--- src/rtl/torus_dor_route.sv ---
module torus_dor_route #(
  parameter int K = 8,
  localparam int CW = (K > 2) ? $clog2(K) : 1
) (
  input  logic          clk,
  input  logic          rst_n,
  input  logic [CW-1:0] my_x,
  input  logic [CW-1:0] my_y,
  input  logic          req_valid,
  output logic          req_ready,
  input  logic [CW-1:0] req_dst_x,
  input  logic [CW-1:0] req_dst_y,
  input  logic [2:0]    req_in_dir,
  input  logic          req_in_vc,
  output logic          rsp_valid,
  input  logic          rsp_ack,
  output logic [2:0]    rsp_port,
  output logic          rsp_vc
);

  localparam logic [CW:0]   KW  = K[CW:0];
  localparam logic [CW-1:0] TOP = CW'(K - 1);

  function automatic logic [CW:0] fwd_dist(input logic [CW-1:0] cur, input logic [CW-1:0] dst);
    if (dst >= cur) fwd_dist = {1'b0, dst} - {1'b0, cur};
    else            fwd_dist = {1'b0, dst} + KW - {1'b0, cur};
  endfunction

  logic [CW:0] fx, fy;
  logic        x_neg, y_neg;
  logic [2:0]  nxt_port;
  logic        wrap_hop, same_dim, nxt_vc;

  assign fx    = fwd_dist(my_x, req_dst_x);
  assign fy    = fwd_dist(my_y, req_dst_y);
  assign x_neg = {fx, 1'b0} > {1'b0, KW};
  assign y_neg = {fy, 1'b0} > {1'b0, KW};

  always_comb begin
    if (fx != '0)      nxt_port = x_neg ? 3'd2 : 3'd1;
    else if (fy != '0) nxt_port = y_neg ? 3'd4 : 3'd3;
    else               nxt_port = 3'd0;
  end

  always_comb begin
    case (nxt_port)
      3'd1:    wrap_hop = (my_x == TOP);
      3'd2:    wrap_hop = (my_x == '0);
      3'd3:    wrap_hop = (my_y == TOP);
      3'd4:    wrap_hop = (my_y == '0);
      default: wrap_hop = 1'b0;
    endcase
  end

  assign same_dim = ((nxt_port == 3'd1 || nxt_port == 3'd2) && (req_in_dir == 3'd1 || req_in_dir == 3'd2))
                 || ((nxt_port == 3'd3 || nxt_port == 3'd4) && (req_in_dir == 3'd3 || req_in_dir == 3'd4));
  assign nxt_vc   = (nxt_port != 3'd0) && (wrap_hop || (req_in_vc && same_dim));

  assign req_ready = ~rsp_valid;

  always_ff @(posedge clk or negedge rst_n) begin
    if (!rst_n) begin
      rsp_valid <= 1'b0;
      rsp_port  <= 3'd0;
      rsp_vc    <= 1'b0;
    end else if (rsp_valid) begin
      if (rsp_ack) rsp_valid <= 1'b0;
    end else if (req_valid) begin
      rsp_valid <= 1'b1;
      rsp_port  <= nxt_port;
      rsp_vc    <= nxt_vc;
    end
  end

endmodule

--- config.mk ---
export PLATFORM = sky130hd
export DESIGN_NAME = torus_dor_route
export DESIGN_NICKNAME = d
export VERILOG_FILES = /design/src/rtl/torus_dor_route.sv
export SDC_FILE = /design/constraint.sdc
export NUM_CORES = 1
export LEC_CHECK = 0
export BUFFER_PORTS_ARGS = -buffer_cell sky130_fd_sc_hd__buf_2
export CORE_MARGIN = 3
export CORE_UTILIZATION = 45
export DETAILED_ROUTE_END_ITERATION = 8
export GPL_TIMING_DRIVEN = 0
export PLACE_DENSITY = 0.78
export SYNTH_ARGS = -nofsm -noshare
export SYNTH_HDL_FRONTEND = slang
export SYNTH_SLANG_ARGS = --single-unit
--- constraint.sdc ---
create_clock -name clk -period 1.2 [get_ports clk]
set_input_delay 0.12 -clock clk [delete_from_list [all_inputs] [get_ports clk]]
set_output_delay 0.12 -clock clk [all_outputs]
set_load 0.02 [all_outputs]
After elaboration in Yosys (flattened, before gate mapping)
Index checks and enable logic that the tools add are counted.

Add/sub/neg operators: 6. $lt $le $gt $ge: 4. Equal/unequal tests: 10. Muxes and demuxes: 10. Bitwise gates (word level): 1. Reduce and logical (&&, ||, !) cells: 16.

Operator list (count): $eq 3x2->1 const B (4); $eq 3x3->1 const B (4); $gt 5x4->1 const B (2); $mux 3 (3); $add 3x4->4 const B (2); $mux 4 (2); $reduce_bool 4->1 (2); $sub 3x3->4 (2); $sub 4x3->4 (2); $eq 3x1->1 const B (2); $ge 3x3->1 (2); $logic_not 3->1 (2); $logic_or 1x1->1 (6); $logic_and 1x1->1 (4); $pmux 1 s4 (1); $mux 1 (3); $reduce_bool 3->1 (1); $mux 2 (1); $reduce_and 2->1 (1); $not 1->1 (1).

Flip-flop bits (word level): 5. Input bits: 20. Output and inout bits: 6.

Longest topological paths before layout
Gate-level depths: netlist of the first run.

Word-level depth: 14. Mapped depth: 11. Depth with buffers taken out: 11.

Worst setup path after synthesis of the first run
OpenSTA, ideal clock, no wires.

Path kind: input-to-reg. Start point: in req_dst_x[0]. End point: reg rsp_vc. Library setup time: 0.133 ns. Arrival: 2.085 ns. Data required time: 1.067 ns. Setup slack: -1.018 ns. Cell stages on the path: 10. Buffers on the path: 0. Path through: inv_1 -> ha_1 -> fa_1 -> fa_1 -> nor2_1 -> a31oi_1 -> and4_4 -> a21boi_0 -> o31ai_1 -> o211ai_2.

Word-level cells in the longest chain between the ends: 13.

Ends and longest elaborated chain: from (decl) (RTL line 11) `input logic [CW-1:0] req_dst_x,`; $add 3x4->4 (RTL line 26) `else fwd_dist = {1'b0, dst} + KW - {1'b0, cur};`; $sub 4x3->4 (RTL line 26); $mux 4 * (RTL line 25) `if (dst >= cur) fwd_dist = {1'b0, dst} - {1'b0, cur};`; $gt 5x4->1 (RTL line 36) `assign x_neg = {fx, 1'b0} > {1'b0, KW};`; $mux 2 (RTL line 40) `if (fx != '0) nxt_port = x_neg ? 3'd2 : 3'd1;`; $mux 3 * (RTL line 40); $eq 3x1->1, or another cell as far along (RTL line 46, 55); $logic_or 1x1->1, on equally long branches (RTL line 55, 56); $logic_and 1x1->1, on equally long branches (RTL line 55, 56); $logic_or 1x1->1 (RTL line 56) `|| ((nxt_port == 3'd3 || nxt_port == 3'd4) && (req_in_dir == 3'd3 || req_in_dir == 3'd4));`; $logic_and 1x1->1 (RTL line 57) `assign nxt_vc = (nxt_port != 3'd0) && (wrap_hop || (req_in_vc && same_dim));`; $logic_or 1x1->1 (RTL line 57); $logic_and 1x1->1 * (RTL line 57); to (signal assigned) (RTL line 71) `rsp_vc <= nxt_vc;`; to (decl) (RTL line 18) `output logic rsp_vc`.

Every way passes the cells marked *; elsewhere a longest branch is shown, timed or not. A chain may end at the register's enable or synchronous reset.

Worst setup path after layout of the first run
Ends and elaborated chain as after synthesis.

==> flow_summary.json, run 1 <==
{
  "finalMaxSlewViolations": 0,
  "die_area_um2": 2230,
  "drt_iter0_markers": 15,
  "cts_tree": "done",
  "vdd_drop_max_v": 0.000549,
  "post-dp-hpwl_mm": 1.53,
  "fp.dieH_um": 47.2,
  "syn_area_um2": 764,
  "cts.sinks": 5,
  "ctsHtreeMaxLevel": 1,
  "syn_inst": 93,
  "rows": 14,
  "yosysWarnings": 0,
  "layout_commonest_cell": "buf_2",
  "synth-edff-count": 0,
  "ys_seq_area_share_pct": 16.4,
  "final_layout_size_suffix_gt1_share_pct": 45.5,
  "worstPathArrival_ns": 2.21,
  "power_mw": 1.13,
  "power_density_nw_per_um2": 979,
  "hold_violations": 0,
  "syn_to_final_growth_pct": 50.9,
  "async_reset_ff_share_pct": 100,
  "drv_cap": 0,
  "worst_setup_path_start_kind": "input pin",
  "start_util_pct": 49.0,
  "wl_met3_um": 87,
  "io_pins": 26,
  "final_cell_mix": "22 x buf_2, 10 x inv_1, 10 x nand2_1, 8 x buf_4",
  "met2WireLength_mm": 1.02,
  "cts-root-buf": "clkbuf_4",
  "fillers": 115,
  "cp.required_ns": 1.32,
  "num_vias": 865,
  "setup_viol": 4,
  "ys_types": 36,
  "rsz0062_at_grt": "true",
  "r2r-start": "rsp_valid$_DFF_PN0_",
  "slew_headroom_pct": 76.0,
  "numCtsBuffers": 3,
  "synth_top_area_cell": "dfrtp_1",
  "gp_congestion": 0.768,
  "hold_ws_ns": 0.0572,
  "fin_crit_ns": 2.09,
  "antenna_cells": 0,
  "hold_class": "in2reg",
  "port_buffers": 25,
  "grt_pass1_wl_mm": 3.26,
  "status": "complete, but fails checks",
  "nNetsFinal": 165,
  "timing.fmax_mhz": 478,
  "setup.worst_path.start": "req_dst_x[0]",
  "timing.final.ws_setup_ns": -0.892,
  "grt_util_all_layers_pct": 20.3,
  "grt_start_max_net_pins": 7,
  "synth_nets": 123,
  "wl_per_cell_um": 13.6,
  "drc": 0,
  "worstHoldStart": "rsp_ack",
  "die_w_um": 47.2,
  "grt_pass1_vias": 818,
  "post-route-util_pct": 74.0,
  "cts.clk_slew.worst_paths_ns": 0.04,
  "overflow": 0,
  "ys_ff_latch": 5,
  "highest_layer": "met4",
  "synth_top_area_share_pct": 16.4,
  "antenna_found_initial": 0,
  "drt-total-wl_mm": 2.04,
  "dp_slack_ns": -1.21,
  "clk_latency_ns": 0.25,
  "synth-main-ff-cell": "dfrtp_1",
  "place_inst": 134,
  "clock_skew_ns": 0.000157,
  "violations": "negative setup slack",
  "min_period_over_period_pct": 174,
  "antenna_left": 0,
  "synth.avg_cell_area_um2": 8.22,
  "final_cell_count_no_fill": 150,
  "core_um2": 1560,
  "cts_max_path_buffers": 2,
  "m1WireLength_um": 903,
  "vias_per_cell": 5.77,
  "p_leak_nw": 0.562,
  "synth_area_leaders": "dfrtp_1 16%, fa_1 10%, ha_1 9.8%",
  "critPathMaxFanout": 5,
  "crit_path_end_kind": "flip-flop",
  "worst_pin_slew_ns": 0.360,
  "path_class": "in2reg",
  "first_pass_iters": 5
}
==> metrics by stage <==
step                setup TNS [ns]  area (µm²)
global route                 -3.55        1150
finish                       -3.24        1150
CTS                          -3.26        1120
global placement             -4.01         982
floorplan                    -3.04         837
detailed placement           -4.20         982
==> kinds of logic (layout without fill, tap and decap cells) <==
group | count (synthesis) | count (layout) | share of synthesized area (%)
simple gates | 37 | 37 | 26.3
compound gates | 25 | 25 | 27.0
flops | 5 | 5 | 16.4
buf+inv | 13 | 54 | 6.38
fa+ha+maj | 11 | 11 | 21.6
xor+xnor | 2 | 2 | 2.29
==> per-layer routing <==
metal  global-route usage, %  vias to the layer above
met4                    8.84                        0
met1                    25.3                      400
met5                       0                        -
li1                        -                      422
met3                    2.30                        7
met2                    35.0                       36
==> Yosys cell counts (3+ instances only) <==
cell / instances
fa_1: 4
nor2_1: 6
a21oi_2: 3
nor2b_1: 4
inv_1: 13
ha_1: 6
o211ai_1: 3
nand2_1: 10
nand3_1: 5
dfrtp_1: 5
==> registers in the layout (all words and copies together), names as in the netlist <==
register and cells:
rsp_valid 1, rsp_vc 1, rsp_port 3
==> power breakdown <==
part | internal, mW | switching [mW] | leakage, nW
Clock | 0.126 | 0.0750 | 0.0150
Sequential | 0.206 | 0.0180 | 0.0621
Combinational | 0.345 | 0.360 | 0.485
==> area by class of cell <==
class	count	area [µm²]	share of cell area, %
inverter	13	68.8	5.97
timing repair buffer	37	251	21.8
multi-input combinational	75	662	57.4
sequential	5	125	10.8
clock buffer	4	26.3	2.28
tap	16	20.0	1.74
==> worst max-delay path: stages <==
cell      delay (ns)
buf_8           0.08
inv_8           0.03
ha_4            0.15
fa_2            0.33
fa_2            0.61
buf_6           0.12
and3_4          0.19
nand3_4         0.10
and3b_1         0.19
o211ai_1        0.19
o211ai_2        0.11
==> what timing repair did <==
| action | CTS | global route |
|---|---|---|
| setup endpoints to repair | 4 | 4 |
| pin swaps | 9 | 6 |
| endpoints found under the hold margin | 5 | 0 |
| hold buffers | 1 | 0 |
| resized for setup | 10 | 4 |
| buffers inserted | 9 | 2 |
==> final timing paths <==
kind / cells past startpoint / endpoint / slack, ns
max: 11 / rsp_vc$_DFFE_PN0P_ / -0.89
min: 2 / rsp_valid$_DFF_PN0_ / 0.06
max reg2reg: 3 / rsp_vc$_DFFE_PN0P_ / 0.10
min reg2reg: 2 / rsp_port[0]$_DFFE_PN0P_ / 0.47
max in group asynchronous: 2 / rsp_port[1]$_DFFE_PN0P_ / 0.85
min in group asynchronous: 2 / rsp_vc$_DFFE_PN0P_ / 0.23
(Power assumes the default switching activity.)
==> run 2: changes to the inputs <==
--- a/config.mk
+++ b/config.mk
@@ -6,10 +6,10 @@
 export NUM_CORES = 1
 export LEC_CHECK = 0
 export BUFFER_PORTS_ARGS = -buffer_cell sky130_fd_sc_hd__buf_2
-export CORE_MARGIN = 3
 export CORE_UTILIZATION = 45
 export DETAILED_ROUTE_END_ITERATION = 8
 export GPL_TIMING_DRIVEN = 0
+export MAX_ROUTING_LAYER = met4
 export PLACE_DENSITY = 0.78
 export SYNTH_ARGS = -nofsm -noshare
 export SYNTH_HDL_FRONTEND = slang
==> run 2 against run 1 <==
The run still ends with negative setup slack left. Sequential power barely moved. Wire length fell by 4.4%. Worst setup slack improved by 0.053 ns. First-iteration DRC count rose by 6.7%. Cell count fell by 1.3%.
==> flow_summary.json, run 2 (same netlist as run 1, synthesis figures left out) <==
{
  "cts.sinks": 5,
  "num_vias": 832,
  "cts_max_path_buffers": 2,
  "cp.required_ns": 1.31,
  "seqPwrFrac_pct": 20.6,
  "p_sw_mw": 0.433,
  "hold_path_depth": 2,
  "drt_iter0_markers": 16,
  "gp_congestion": 0.879,
  "final_layout_size_suffix_gt1_share_pct": 46.2,
  "violations": "negative setup slack",
  "place_inst": 134,
  "overflow": 0,
  "fp.dieH_um": 43.2,
  "min_period_over_period_pct": 170,
  "grt_util_all_layers_pct": 23.4,
  "rsz0062_at_grt": "true",
  "port_buffers": 25,
  "power_density_nw_per_um2": 949,
  "timing.final.ws_setup_ns": -0.839,
  "finalMaxSlewViolations": 0,
  "clock_skew_ns": 0.00109,
  "post-dp-hpwl_mm": 1.47,
  "die_w_um": 43.2,
  "worst_pin_slew_ns": 0.356,
  "cts-root-buf": "clkbuf_4",
  "worst_setup_path_start_kind": "input pin",
  "final_cell_count_no_fill": 148,
  "die_area_um2": 1870,
  "hold_violations": 0,
  "drc": 0,
  "critPathMaxFanout": 5,
  "vdd_drop_max_v": 0.000465,
  "layout_commonest_cell": "buf_2",
  "setup_viol": 4,
  "cts_tree": "done",
  "clk_latency_ns": 0.24,
  "path_class": "in2reg",
  "timing.fmax_mhz": 490,
  "drt-total-wl_mm": 1.95,
  "hold_ws_ns": 0.0726,
  "antenna_found_initial": 0,
  "largestRegisters": "rsp_port (3), rsp_valid (1), rsp_vc (1)",
  "antenna_left": 0,
  "power.internal_mw": 0.652,
  "start_util_pct": 49.6,
  "r2r_slack_ns": 0.10,
  "first_pass_iters": 4,
  "nNetsFinal": 163,
  "grt_pass1_vias": 781,
  "final_cell_mix": "21 x buf_2, 10 x inv_1, 10 x nand2_1, 8 x buf_4",
  "sw_frac_of_total_pct": 39.9,
  "regMostFlops": "rsp_port",
  "worstPathArrival_ns": 2.15,
  "fillers": 121,
  "dp_slack_ns": -1.21,
  "syn_to_final_growth_pct": 49.6,
  "clkPwrFrac_pct": 17.7,
  "wl_per_cell_um": 13.2,
  "cts.clk_slew.worst_paths_ns": 0.04,
  "largest_register_ffs": 3,
  "fin_crit_ns": 2.04,
  "grt_pass1_wl_mm": 3.22,
  "rows": 14,
  "p_leak_nw": 0.554,
  "ctsHtreeMaxLevel": 1,
  "vias_per_cell": 5.62,
  "drv_cap": 0,
  "hold_class": "in2reg",
  "slew_headroom_pct": 76.2,
  "grt_start_max_net_pins": 7,
  "core_um2": 1540,
  "io_pins": 26,
  "r2r_cells": 3,
  "status": "complete, but fails checks",
  "combPwrFrac_pct": 61.7,
  "antenna_cells": 0,
  "crit_path_end_kind": "flip-flop",
  "numCtsBuffers": 3
}
[run 2: changes by cell type in the layout (fill, tap and decap cells not counted)]
| cell | delta |
|---|---|
| buf_6 | -2 |
| o31ai_2 | +2 |
| a21boi_1 | -1 |
| a21boi_2 | +1 |
| buf_2 | -1 |
| buf_8 | +1 |
| nor2_1 | +1 |
| nor2_2 | -1 |
| o31ai_1 | -1 |
| o31ai_4 | -1 |
| or3_1 | -1 |
| or3_4 | +1 |
[run 2: worst max-delay path, cell delays in order]
cell      delay (ns)
buf_6           0.10
ha_4            0.15
fa_2            0.33
fa_2            0.59
nor2_1          0.06
a31oi_1         0.13
and4_4          0.28
a21boi_2        0.07
o31ai_2         0.21
o211ai_2        0.10
[run 2: through the flow]
stage	utilization, %	total power [mW]	cell area, µm²	TNS (ns)
floorplan	-	0.632	837	-3.04
global placement	63.7	0.770	982	-4.00
detailed placement	63.7	0.790	982	-4.19
CTS	69.9	1.04	1080	-2.96
global route	74.2	1.17	1140	-3.28
finish	74.2	1.08	1140	-2.97
[run 2: metal layers]
metal | up-vias | global-route usage, % | part of all wire [%] | routed length, µm
met1 | 394 | 27.9 | 41 | 796
met5 | - | - | 0 | 0
met3 | 2 | 1.28 | 3.0 | 59
li1 | 415 | - | - | -
met4 | 0 | 9.09 | 0.21 | 4
met2 | 21 | 40.9 | 56 | 1090
[run 2: repair_timing]
item                       CTS  global route
gates cloned                 0             0
resized for setup            9             8
hold buffers                 1             0
setup endpoints to repair    4             4
hold endpoints to repair     5             0
buffers inserted             4             5
pin swaps                   12            17
[run 2: power by group through the flow]
stage               clock (mW)  combinational (mW)  sequential (mW)
detailed placement           0               0.563            0.227
CTS                      0.203               0.613            0.224
global route             0.204               0.739            0.227
floorplan                    0               0.358            0.274
finish                   0.192               0.670            0.223
global placement             0               0.546            0.224
[run 2: worst paths after layout]
check                                           to                     from
max                             rsp_vc$_DFFE_PN0P_                  my_x[0]
min                            rsp_valid$_DFF_PN0_                  rsp_ack
max reg2reg                rsp_port[1]$_DFFE_PN0P_      rsp_valid$_DFF_PN0_
min reg2reg                rsp_port[0]$_DFFE_PN0P_  rsp_port[0]$_DFFE_PN0P_
max in group asynchronous      rsp_valid$_DFF_PN0_                    rst_n
min in group asynchronous  rsp_port[0]$_DFFE_PN0P_                    rst_n
[run 2: area by class of cell]
class / count / area (µm²) / share of cell area (%)
inverter: 13 / 68.8 / 6.02
clock buffer: 4 / 26.3 / 2.30
multi-input combinational: 75 / 664 / 58.1
sequential: 5 / 125 / 10.9
tap: 16 / 20.0 / 1.75
timing repair buffer: 35 / 239 / 20.9
